File: src/rtl/bcc_pkg.sv
package bcc_pkg;
   typedef enum logic [2:0] {
      PH_IDLE,
      PH_ADDR,
      PH_WAIT,
      PH_END,
      PH_DONE
   } phase_t;

   // strobe index = {space, direction}
   localparam int STB_N      = 4;
   localparam int STB_MEM_RD = 0;
   localparam int STB_MEM_WR = 1;
   localparam int STB_IO_RD  = 2;
   localparam int STB_IO_WR  = 3;
endpackage

File: src/rtl/bcc_seq.sv
module bcc_seq
   import bcc_pkg::*;
(
   input  logic   clk,
   input  logic   rst_n,
   input  logic   start,
   input  logic   ready,
   input  logic   last_beat,
   output phase_t phase
);
   phase_t nxt;

   always_comb begin
      nxt = phase;
      unique case (phase)
         PH_IDLE: if (start) nxt = PH_ADDR;
         PH_ADDR: nxt = PH_WAIT;
         PH_WAIT: if (ready) nxt = PH_END;
         PH_END:  nxt = last_beat ? PH_DONE : PH_ADDR;
         PH_DONE: nxt = PH_IDLE;
         default: nxt = PH_IDLE;
      endcase
   end

   always_ff @(posedge clk) begin
      if (!rst_n) phase <= PH_IDLE;
      else        phase <= nxt;
   end


   wait_hold_chk: assert property (@(posedge clk) disable iff (!rst_n)
      (phase == PH_WAIT && !ready) |=> (phase == PH_WAIT));


   addr_then_wait_chk: assert property (@(posedge clk) disable iff (!rst_n)
      (phase == PH_ADDR) |=> (phase == PH_WAIT));


   idle_stay_chk: assert property (@(posedge clk) disable iff (!rst_n)
      (phase == PH_IDLE && !start) |=> (phase == PH_IDLE));
endmodule

File: src/rtl/bcc_addr_gen.sv
module bcc_addr_gen #(
   parameter int AW    = 32,
   parameter int DW    = 32,
   parameter int BEATS = 4
) (
   input  logic          clk,
   input  logic          rst_n,
   input  logic          load,
   input  logic          adv,
   input  logic [AW-1:0] base_in,
   input  logic          burst_in,
   output logic [AW-1:0] addr,
   output logic          last
);
   localparam int BYTES = DW / 8;
   localparam int BW    = $clog2(BEATS);
   localparam bit POW2  = ((BYTES & (BYTES - 1)) == 0);
   localparam int SH    = $clog2(BYTES);

   logic [AW-1:0] base_q;
   logic [BW-1:0] beat_q;
   logic          burst_q;
   logic [AW-1:0] offs;

   always_ff @(posedge clk) begin
      if (!rst_n) begin
         base_q  <= '0;
         beat_q  <= '0;
         burst_q <= 1'b0;
      end else if (load) begin
         base_q  <= base_in;
         beat_q  <= '0;
         burst_q <= burst_in;
      end else if (adv) begin
         beat_q  <= beat_q + 1'b1;
      end
   end

   generate
      if (POW2) begin : g_shift
         assign offs = AW'(beat_q) << SH;
      end else begin : g_mul
         assign offs = AW'(beat_q) * AW'(BYTES);
      end
   endgenerate

   assign addr = base_q + offs;
   assign last = !burst_q || (beat_q == BW'(BEATS - 1));


   single_beat_chk: assert property (@(posedge clk) disable iff (!rst_n)
      !burst_q |-> (beat_q == '0));


   base_hold_chk: assert property (@(posedge clk) disable iff (!rst_n)
      !load |=> $stable(base_q));
endmodule

File: src/rtl/bus_cycle_ctrl.sv
module bus_cycle_ctrl
   import bcc_pkg::*;
#(
   parameter int ADDR_W = 32,
   parameter int DATA_W = 32,
   parameter int BEATS  = 4
) (
   input  logic              clk,
   input  logic              rst_n,
   input  logic              req_valid,
   input  logic [ADDR_W-1:0] req_addr,
   input  logic [DATA_W-1:0] req_wdata,
   input  logic              req_write,
   input  logic              req_io,
   input  logic              req_burst,
   output logic              req_ack,
   output logic [DATA_W-1:0] rd_data,
   output logic              rd_valid,
   output logic [ADDR_W-1:0] bus_addr,
   output logic [DATA_W-1:0] bus_dout,
   output logic              bus_dout_en,
   input  logic [DATA_W-1:0] bus_din,
   input  logic              bus_ready,
   output logic              mem_rd,
   output logic              mem_wr,
   output logic              io_rd,
   output logic              io_wr
);
   initial begin
      width_ok: assert (DATA_W >= 8 && DATA_W % 8 == 0)
         else $fatal(1, "DATA_W must be a whole number of bytes");
      beats_ok: assert (BEATS >= 2)
         else $fatal(1, "BEATS must be at least 2");
      addr_ok: assert (ADDR_W > $clog2(BEATS))
         else $fatal(1, "ADDR_W too narrow for BEATS");
   end

   phase_t            phase;
   logic              start, active, data_ph, last, adv, end_rd;
   logic              wr_q, io_q;
   logic [DATA_W-1:0] wdata_q;
   logic [ADDR_W-1:0] cur_addr;
   logic [STB_N-1:0]  stb;
   logic [1:0]        sel;

   assign start  = (phase == PH_IDLE) && req_valid;
   assign active = (phase == PH_ADDR) || (phase == PH_WAIT) || (phase == PH_END);
   assign adv    = (phase == PH_END) && !last;
   assign end_rd = (phase == PH_END) && !wr_q;

   bcc_seq u_seq (
      .clk       (clk),
      .rst_n     (rst_n),
      .start     (start),
      .ready     (bus_ready),
      .last_beat (last),
      .phase     (phase)
   );

   bcc_addr_gen #(.AW(ADDR_W), .DW(DATA_W), .BEATS(BEATS)) u_agen (
      .clk      (clk),
      .rst_n    (rst_n),
      .load     (start),
      .adv      (adv),
      .base_in  (req_addr),
      .burst_in (req_burst && !req_write && !req_io),
      .addr     (cur_addr),
      .last     (last)
   );

   always_ff @(posedge clk) begin
      if (!rst_n) begin
         wr_q    <= 1'b0;
         io_q    <= 1'b0;
         wdata_q <= '0;
      end else if (start) begin
         wr_q    <= req_write;
         io_q    <= req_io;
         wdata_q <= req_wdata;
      end
   end

   assign sel = {io_q, wr_q};

   generate
      for (genvar i = 0; i < STB_N; i++) begin : g_stb
         assign stb[i] = active && (sel == 2'(i));
      end
   endgenerate

   assign mem_rd = stb[STB_MEM_RD];
   assign mem_wr = stb[STB_MEM_WR];
   assign io_rd  = stb[STB_IO_RD];
   assign io_wr  = stb[STB_IO_WR];

   assign bus_addr    = active ? cur_addr : '0;
   assign data_ph     = wr_q && ((phase == PH_WAIT) || (phase == PH_END));
   assign bus_dout_en = data_ph;
   assign bus_dout    = data_ph ? wdata_q : '0;
   assign req_ack     = (phase == PH_DONE);

   always_ff @(posedge clk) begin
      if (!rst_n) begin
         rd_valid <= 1'b0;
         rd_data  <= '0;
      end else begin
         rd_valid <= end_rd;
         if (end_rd) rd_data <= bus_din;
      end
   end


   one_strobe_chk: assert property (@(posedge clk) disable iff (!rst_n)
      $onehot0({mem_rd, mem_wr, io_rd, io_wr}));


   ack_quiet_chk: assert property (@(posedge clk) disable iff (!rst_n)
      req_ack |-> !(mem_rd || mem_wr || io_rd || io_wr || bus_dout_en));


   ack_pulse_chk: assert property (@(posedge clk) disable iff (!rst_n)
      req_ack |=> !req_ack);


   wdata_late_chk: assert property (@(posedge clk) disable iff (!rst_n)
      $rose(mem_wr || io_wr) |-> !bus_dout_en);


   dout_owner_chk: assert property (@(posedge clk) disable iff (!rst_n)
      bus_dout_en |-> (mem_wr || io_wr));


   capture_src_chk: assert property (@(posedge clk) disable iff (!rst_n)
      rd_valid |-> $past(mem_rd || io_rd));


   addr_quiet_chk: assert property (@(posedge clk) disable iff (!rst_n)
      !(mem_rd || mem_wr || io_rd || io_wr) |-> (bus_addr == '0));
endmodule

File: config.mk
export PLATFORM = sky130hd
export DESIGN_NAME = bus_cycle_ctrl
export DESIGN_NICKNAME = d
export VERILOG_FILES = /design/src/rtl/bcc_pkg.sv /design/src/rtl/bcc_seq.sv /design/src/rtl/bcc_addr_gen.sv /design/src/rtl/bus_cycle_ctrl.sv
export SDC_FILE = /design/constraint.sdc
export NUM_CORES = 1
export LEC_CHECK = 0
export CAP_MARGIN = 20
export CORE_ASPECT_RATIO = 0.7
export CORE_UTILIZATION = 30
export CTS_CLUSTER_SIZE = 30
export DETAILED_ROUTE_END_ITERATION = 16
export HOLD_SLACK_MARGIN = 0.15
export PLACE_DENSITY = 0.67
export SYNTH_ARGS = -nofsm -noshare
export SYNTH_HDL_FRONTEND = slang
export SYNTH_HIERARCHICAL = 1
export SYNTH_SLANG_ARGS = --single-unit
File: constraint.sdc
create_clock -name clk -period 2.3 [get_ports clk]
set_input_delay 0.23 -clock clk [delete_from_list [all_inputs] [get_ports clk]]
set_output_delay 0.23 -clock clk [all_outputs]
set_load 0.005 [all_outputs]
### Yosys cells after proc, flatten, opt, wreduce, memory -nomap -nowiden

Cells that the tools add are included.
Widths: inputs -> output; s select.

| storage, ports and cells | value |
|---|---|
| register bits after elaboration | 105 |
| latch bits | 0 |
| memory bits (writable) | 0 |
| ROM bits | 0 |
| bits of input ports | 103 |
| output and inout port bits | 103 |
| word-level logic and storage cells | 51 |
| memories | 0 |

| cells by class | value |
|---|---|
| add/sub/neg operators | 2 |
| multiply operators | 0 |
| div/mod/pow operators | 0 |
| $lt $le $gt $ge | 0 |
| equal/unequal tests | 10 |
| shift operators | 0 |
| multiplexer cells | 6 |
| bitwise gates (word level) | 1 |
| reductions and logical operators | 23 |

Operators with widths:

| operator | number |
|---|---|
| $mux 32 | 2 |
| $add 32x4->32 | 1 |
| $pmux 3 s4 | 1 |
| $logic_and 1x1->1 | 10 |
| $mux 3 | 3 |
| $eq 2x2->1 const B | 3 |
| $eq 3x2->1 const B | 2 |
| $logic_not 1->1 | 5 |
| $logic_or 1x1->1 | 4 |
| $ne 2x2->1 const B | 2 |
| $eq 3x1->1 const B | 1 |
| $eq 3x3->1 const B | 1 |
| $logic_not 3->1 | 1 |
| $add 2x1->2 const B | 1 |
| $eq 2x1->1 const B | 1 |
| $logic_not 2->1 | 1 |
| $reduce_and 2->1 | 1 |
| $reduce_or 2->1 | 1 |
| $not 1->1 | 1 |

### Depth between registers and ports, before layout

Gate-level depths: netlist (run 1).

| logic depth | value |
|---|---|
| word-level depth | 4 |
| depth in mapped cells | 7 |
| depth with buffers taken out | 7 |

### By module

The synthesis (run 1) kept the hierarchy.

By module, submodules not included:

| module | times used | cells an instance | area each (um^2) |
|---|---|---|---|
| bus_cycle_ctrl | 1 | 372 | 3240.6 |
| bcc_addr_gen | 1 | 198 | 1935.6 |
| bcc_seq | 1 | 13 | 120.1 |

### Worst setup path before layout (run 1)

No wires, ideal clock.

| timing | value |
|---|---|
| path kind | reg2out |
| from | register u_agen.beat_q[0] |
| to | output port bus_addr[18] |
| data arrival time | 1.771 ns |
| path slack | 0.299 ns |
| stages on the path, launching flop included | 8 |
| cell sequence | dfxtp_1 ha_1 fa_1 and4_1 nor3b_4 nand4_1 xnor2_1 and2_1 |

| between the ends | value |
|---|---|
| longest elaborated chain between the ends | 2 |

Ends and longest elaborated chain:

| element | RTL line | RTL |
|---|---|---|
| start: declaration | bcc_addr_gen.sv:21 | `logic [BW-1:0] beat_q;` |
| start signal: assignment | bcc_addr_gen.sv:35 | `beat_q <= beat_q + 1'b1;` |
| $add 32x4->32 | bcc_addr_gen.sv:47 | `assign addr = base_q + offs;` |
| net cur_addr[18] | bus_cycle_ctrl.sv:42 | `logic [ADDR_W-1:0] cur_addr;` |
| $mux 32 | bus_cycle_ctrl.sv:96 | `assign bus_addr = active ? cur_addr : '0;` |
| end: declaration | bus_cycle_ctrl.sv:19 | `output logic [ADDR_W-1:0] bus_addr,` |

The timed path passes the listed nets, and every way through them passes these cells.

### Final worst setup path (run 1)

| timing | value |
|---|---|
| from | register u_agen.beat_q[0] |
| to | output port bus_addr[22] |

Same word-level chain as after synthesis.

==> flow_metrics.tcl, run 1 <==
set metrics [dict create \
    outcome "complete, but fails checks" \
    violations "setup timing" \
    dp_cells 1015 \
    cp_slowest_cell "dfxtp_2" \
    post-route-cell-area_um2 8240 \
    finalClockSkew_ns 0.0166 \
    slew_headroom_pct 66.4 \
    via_per_inst 4.37 \
    cap_violations 0 \
    num_rows 40 \
    stdcell_count 1048 \
    p_seq_share_pct 39.9 \
    seq_area_um2 2110 \
    slew_violations 0 \
    cp.arrival_ns 2.26 \
    htree_levels 3 \
    power_uw 5720 \
    synthArstFlopShare_pct 0 \
    num_vias 4582 \
    crit_required_ns 2.07 \
    cp_top_family "buffers and inverters" \
    pwr-share-comb_pct 34.4 \
    min_from "rst_n" \
    post-dp-hpwl_mm 9.89 \
    clk_pin_slew_ns 0.07 \
    clk-insertion-delay-late_ns 0.35 \
    fmaxAchievable_mhz 402 \
    synth-seq-cells 105 \
    io_pins 206 \
    crit_chain "ha_4, buf_6, fa_2, and4_4, nor3b_4, buf_12, buf_4, nand3_2, xnor2_1, and2_1, buf_2" \
    drcViolationCount 0 \
    drt-pass1-iter-count 4 \
    cts.sinks 105 \
    yosysSeqAreaShare_pct 39.7 \
    leakage_uw 0.00340 \
    dieWidth_um 161 \
    synthSimpleGateAreaFrac_pct 28.9 \
    grt_pass1_vias 4352 \
    ctsRootBufferMaster "clkbuf_16" \
    portBuffers 205 \
    max_stage_delay_ns 0.33 \
    syn_inst 583 \
    cp_max_fo 9 \
    p_switching_uw 1800 \
    synth_top_family_by_area "simple AND/OR/NAND/NOR gates" \
    die-area_um2 18200 \
    synth-xor-area-share_pct 4.96 \
    cts_tree "yes" \
    diodes 0 \
    yosysUniqueCellTypes 37 \
    post_dp_cell_area_um2 7720 \
    numCtsBuffers 9 \
    synth_top_area_share_pct 39.7 \
    fp.dieH_um 113 \
    yosysWarningCount 6 \
    area_delta_synth_final_pct 55.6 \
    critPathBufInv 4 \
    synth_edf_count 0 \
    final_hold_viol_count 0 \
    grt_max_degree 65 \
    hold_class "input pin to flip-flop" \
    finalNetCount 919 \
    postRouteAntennaNets 0 \
    power_density_nw_per_um2 694 \
    rsz0062_at_grt "yes" \
    timing.rr.start "u_seq/phase[1]$_SDFFE_PN0P_" \
    wirelength_mm 14.3 \
    layout_setup_ws_ns -0.188 \
    grt_pass1_wl_mm 22.8 \
    finalCritPeriodShare_pct 108 \
    track_usage_pct 15.6 \
    endpoint_kind "primary output" \
    peakVddDrop_mv 0.470 \
    crit_path_start "u_agen/beat_q[0]$_SDFFE_PP0P_" \
    clkPwrFrac_pct 25.7 \
    multi_input_area_um2 3080 \
    drive_above_1_share_pct 16.2 \
    syn_avg_cell_area_um2 9.08 \
    place_ws_ns -0.313 \
    antenna_found_initial 0 \
    initial_core_util_pct 30.8 \
    num-fill-cells 1686 \
    drtIter0Drc 195 \
    yosys.area.top_type "dfxtp_1" \
    crit_type "flip-flop to primary output" \
    switching_share_pct 31.4 \
    place_congestion 0.784 \
    syn-cell-area_um2 5300 \
    worst_pin_slew_ns 0.504 \
    cts_buffer_depth 2 \
    synth_flop_cell "dfxtp_1" \
    cts_hold_buf 0 \
    core_um2 17200 \
    final_core_util_pct 47.9 \
    synth_nets 690 \
    synth-adder-area-share_pct 1.09 \
    final-setup-viol-count 22 \
    synthMuxAreaShare_pct 18.9 \
    overflow 0 \
    wl_per_cell_um 13.6 \
    post-route-min-period_ns 2.49 \
    synthTopCellsByArea "dfxtp_1 (40%), mux2i_1 (19%), nand2_1 (9.9%)" \
    p_int_uw 3920 \
    worstSetupStartpointType "flip-flop" \
    synth_compound_area_share_pct 0.992 \
]
final cells by class:
cell class,instances,share of cell area [%]
inverter,2,0.0911
clock buffer,9,2.73
sequential,105,25.6
tap,231,3.51
clock inverter,7,0.607
multi-input combinational,436,37.4
timing repair buffer,258,30.1
per-layer routing:
metal	wire [µm]	vias to the layer above	share of wire, %	GRT usage (%)
li1	-	2356	-	-
met1	7260	2087	51	22.1
met2	6040	133	42	22.9
met3	935	6	6.5	4.91
met4	58	0	0.41	3.02
met5	0	-	0	0
cell usage in the layout (no fill, tap or decap), types with 5 or more instances in the layout:
cell,instances
and2_1,65
and3_1,7
buf_12,7
buf_2,21
buf_4,37
buf_6,8
clkbuf_16,10
clkdlybuf4s50_1,175
dfxtp_1,101
mux2i_1,100
nand2_1,136
nand3_2,10
nand4_1,9
nor2_1,5
nor2b_1,34
xnor2_1,22
registers in the layout, indices dropped and copies added (netlist names):
signal / count
rd_valid: 1
u_seq/phase: 3
wdata_q: 32
wr_q: 1
u_agen/beat_q: 2
io_q: 1
u_agen/burst_q: 1
u_agen/base_q: 32
rd_data: 32
synthesized netlist by cell type, types with 3 or more instances:
library cell	n
nor2_1	6
a21oi_1	3
nand4_1	9
buf_12	5
clkbuf_1	20
nor3_1	3
ha_1	3
xor2_1	4
nor2b_1	34
and2_1	65
and4_1	3
mux2i_1	100
and3_1	7
nand2_1	140
nand2b_1	4
buf_2	9
buf_4	3
nand3_1	13
xnor2_1	26
dfxtp_1	105
per-stage QoR:
step           hold slack, ns  setup TNS (ns)
2_1_floorplan           0.358               0
3_5_place_dp            0.443           -3.48
4_1_cts                 0.384           -3.37
5_1_grt                 0.407           -4.43
6_report                0.398           -2.13
3_3_place_gp            0.439           -3.04
worst paths after layout:
path              slack (ns)  depth (start not counted)                        endpoint
setup reg to reg        0.64                          5   u_agen/base_q[1]$_SDFFE_PN0P_
hold / removal          0.40                          2  u_agen/base_q[15]$_SDFFE_PN0P_
hold reg to reg         0.45                          2        wdata_q[14]$_SDFFE_PN0P_
setup / recovery       -0.19                         11                    bus_addr[22]
kinds of logic (layout without fill, tap and decap cells):
group / Yosys count / count (layout)
adder cells (fa/ha/maj): 4 / 4
XOR/XNOR: 30 / 30
AO/OA/AOI/OAI: 7 / 7
AND/OR/NAND/NOR: 295 / 295
flip-flops: 105 / 105
buffers and inverters: 42 / 276
multiplexers: 100 / 100
power groups by stage:
stage	registers, µW	logic, µW	clock network (µW)
2_1_floorplan	2320	1200	0
3_3_place_gp	2300	2000	0
3_5_place_dp	2310	2010	0
4_1_cts	2270	1970	1540
5_1_grt	2320	2140	1620
6_report	2280	1970	1470
repair_timing:
item,CTS,global route
endpoints found under the setup margin,29,31
pin swaps,32,18
cloned,1,0
resized for setup,114,31
setup buffers,9,8
No activity file was read; power rests on OpenSTA's default activity.
==> inputs of run 2 (changes only) <==
--- a/config.mk
+++ b/config.mk
@@ -11,6 +11,7 @@
 export CTS_CLUSTER_SIZE = 30
 export DETAILED_ROUTE_END_ITERATION = 16
 export HOLD_SLACK_MARGIN = 0.15
+export MAX_ROUTING_LAYER = met4
 export PLACE_DENSITY = 0.67
 export SYNTH_ARGS = -nofsm -noshare
 export SYNTH_HDL_FRONTEND = slang
==> run 2 against run 1 <==
The flow still finishes with violations (setup timing); non-clock buffer count unchanged; sequential power about the same; die area unchanged; sequential share of layout area unchanged; via count about the same; sequential cell count unchanged; power hardly changed; design area did not move; fmax grew 0.15%.
==> flow_metrics.tcl, run 2 (synthesized netlist as in run 1, its figures left out) <==
set metrics [dict create \
    outcome "complete, but fails checks" \
    violations "setup timing" \
    layout_setup_ws_ns -0.185 \
    switching_share_pct 31.5 \
    diodes 0 \
    worstSetupStartpointType "flip-flop" \
    cts.sinks 105 \
    gr-usage-met2_pct 23.0 \
    cap_violations 0 \
    use_met3_pct 4.36 \
    grt_max_degree 65 \
    cp_max_fo 9 \
    die-area_um2 18200 \
    holdWs_ns 0.399 \
    post-route-min-period_ns 2.48 \
    leakage_uw 0.00340 \
    post-dp-hpwl_mm 9.89 \
    clkPwrFrac_pct 25.7 \
    htree_levels 3 \
    finalClockSkew_ns 0.0167 \
    crit_type "flip-flop to primary output" \
    r2r_end "u_agen/base_q[1]$_SDFFE_PN0P_" \
    overflow 0 \
    ff2ff_path_depth 5 \
    cp.arrival_ns 2.25 \
    endpoint_kind "primary output" \
    dieWidth_um 161 \
    drt-pass1-iter-count 5 \
    numCtsBuffers 9 \
    cts_tree "yes" \
    drive_above_1_share_pct 16.2 \
    drcViolationCount 0 \
    power_uw 5720 \
    clk_pin_slew_ns 0.07 \
    final_common_cell "clkdlybuf4s50_1" \
    rrSetupSlack_ns 0.64 \
    wirelength_mm 14.3 \
    rsz0062_at_grt "yes" \
    power_density_nw_per_um2 694 \
    area_delta_synth_final_pct 55.6 \
    fmaxAchievable_mhz 402 \
    top_regs "rd_data (32), u_agen/base_q (32), wdata_q (32)" \
    postRouteAntennaNets 0 \
    pwr-share-comb_pct 34.4 \
    drtIter0Drc 192 \
    grt-busiest-layer "met2" \
    antenna_found_initial 0 \
    portBuffers 205 \
    grt_pass1_vias 4355 \
    p_switching_uw 1800 \
    p_seq_share_pct 39.8 \
    num_rows 40 \
    wl_per_cell_um 13.6 \
    finalNetCount 919 \
    grt_pass1_wl_mm 22.8 \
    ctsRootBufferMaster "clkbuf_16" \
    num_vias 4579 \
    slew_violations 0 \
    final-setup-viol-count 22 \
    grt.met1_usage_pct 22.5 \
    layout_common_cells "clkdlybuf4s50_1 (175), nand2_1 (136), dfxtp_1 (101)" \
    clk-insertion-delay-late_ns 0.35 \
    place_congestion 0.795 \
    hold_class "input pin to flip-flop" \
    worst_pin_slew_ns 0.508 \
    core_um2 17200 \
    fp.dieH_um 113 \
    io_pins 206 \
    slew_headroom_pct 66.1 \
    timing.rr.start "u_seq/phase[1]$_SDFFE_PN0P_" \
    final_hold_viol_count 0 \
    track_usage_pct 16.0 \
    via_per_inst 4.37 \
    cts_buffer_depth 2 \
    crit_required_ns 2.07 \
    finalCritPeriodShare_pct 108 \
    worstHoldEndpoint "u_agen/base_q[15]$_SDFFE_PN0P_" \
    peakVddDrop_mv 0.473 \
    worstHoldPathCells 2 \
    initial_core_util_pct 30.8 \
    p_int_uw 3920 \
    min_from "rst_n" \
]
==> run 2: metrics by stage <==
stage / setup WS, ns / util, % / setup TNS [ns] / cells / cell area, µm²
6_report: -0.185 / 47.9 / -2.12 / 1048 / 8240
5_1_grt: -0.293 / 47.9 / -4.43 / 1048 / 8240
4_1_cts: -0.281 / 47.2 / -3.37 / 1041 / 8130
3_5_place_dp: -0.313 / 44.8 / -3.48 / 1015 / 7720
3_3_place_gp: -0.281 / 44.8 / -3.04 / 1015 / 7720
2_1_floorplan: 0.299 / - / 0 / 583 / 5300
==> run 2: final cells by class <==
class	instances	area (µm²)
clock buffer	9	225
timing repair buffer	258	2480
multi-input combinational	436	3080
tap	231	289
clock inverter	7	50.0
inverter	2	7.51
sequential	105	2110
fill	1686	8980
==> run 2: repair_timing <==
item                                    4_1_cts  5_1_grt
endpoints found under the setup margin       29       31
resized for setup                           114       31
gates cloned                                  1        0
pin swaps                                    32       18
setup buffers                                 9        8
hold buffers                                  0        0
==> run 2: worst max path at each step <==
| stage | endpoint | from | slack (ns) | cells after the start |
|---|---|---|---|---|
| 4_1_cts | bus_addr[23] | u_agen/base_q[3]$_SDFFE_PN0P_ | -0.28 | 10 |
| 6_report | bus_addr[22] | u_agen/beat_q[0]$_SDFFE_PP0P_ | -0.18 | 11 |
| 3_3_place_gp | bus_addr[18] | u_agen/base_q[2]$_SDFFE_PN0P_ | -0.28 | 8 |
| 2_1_floorplan | bus_addr[18] | u_agen/beat_q[0]$_SDFFE_PP0P_ | 0.30 | 7 |
| 3_5_place_dp | bus_addr[30] | u_agen/base_q[2]$_SDFFE_PN0P_ | -0.31 | 8 |
| 5_1_grt | bus_addr[19] | u_agen/beat_q[1]$_SDFFE_PP0P_ | -0.29 | 10 |
==> run 2: critical path: stages (launching register included) <==
cell and delay [ns]:
dfxtp_2 0.33, ha_4 0.16, buf_6 0.11, fa_2 0.33
and4_4 0.16, nor3b_4 0.15, buf_12 0.15, buf_4 0.13
nand3_2 0.06, xnor2_1 0.10, and2_1 0.13, buf_2 0.10
==> run 2: per-layer routing <==
metal  routed length (µm)  share of wire [%]
met3                  818                5.7
met5                    0                  0
met2                 5970                 42
met1                 7420                 52
met4                   58               0.41
==> run 2: power groups by stage <==
stage | registers, µW | logic (µW) | clock network (µW)
after floorplan | 2320 | 1200 | 0
after global placement | 2300 | 2000 | 0
after detailed placement | 2310 | 2010 | 0
after CTS | 2270 | 1970 | 1540
after global routing | 2320 | 2140 | 1620
final | 2280 | 1970 | 1470
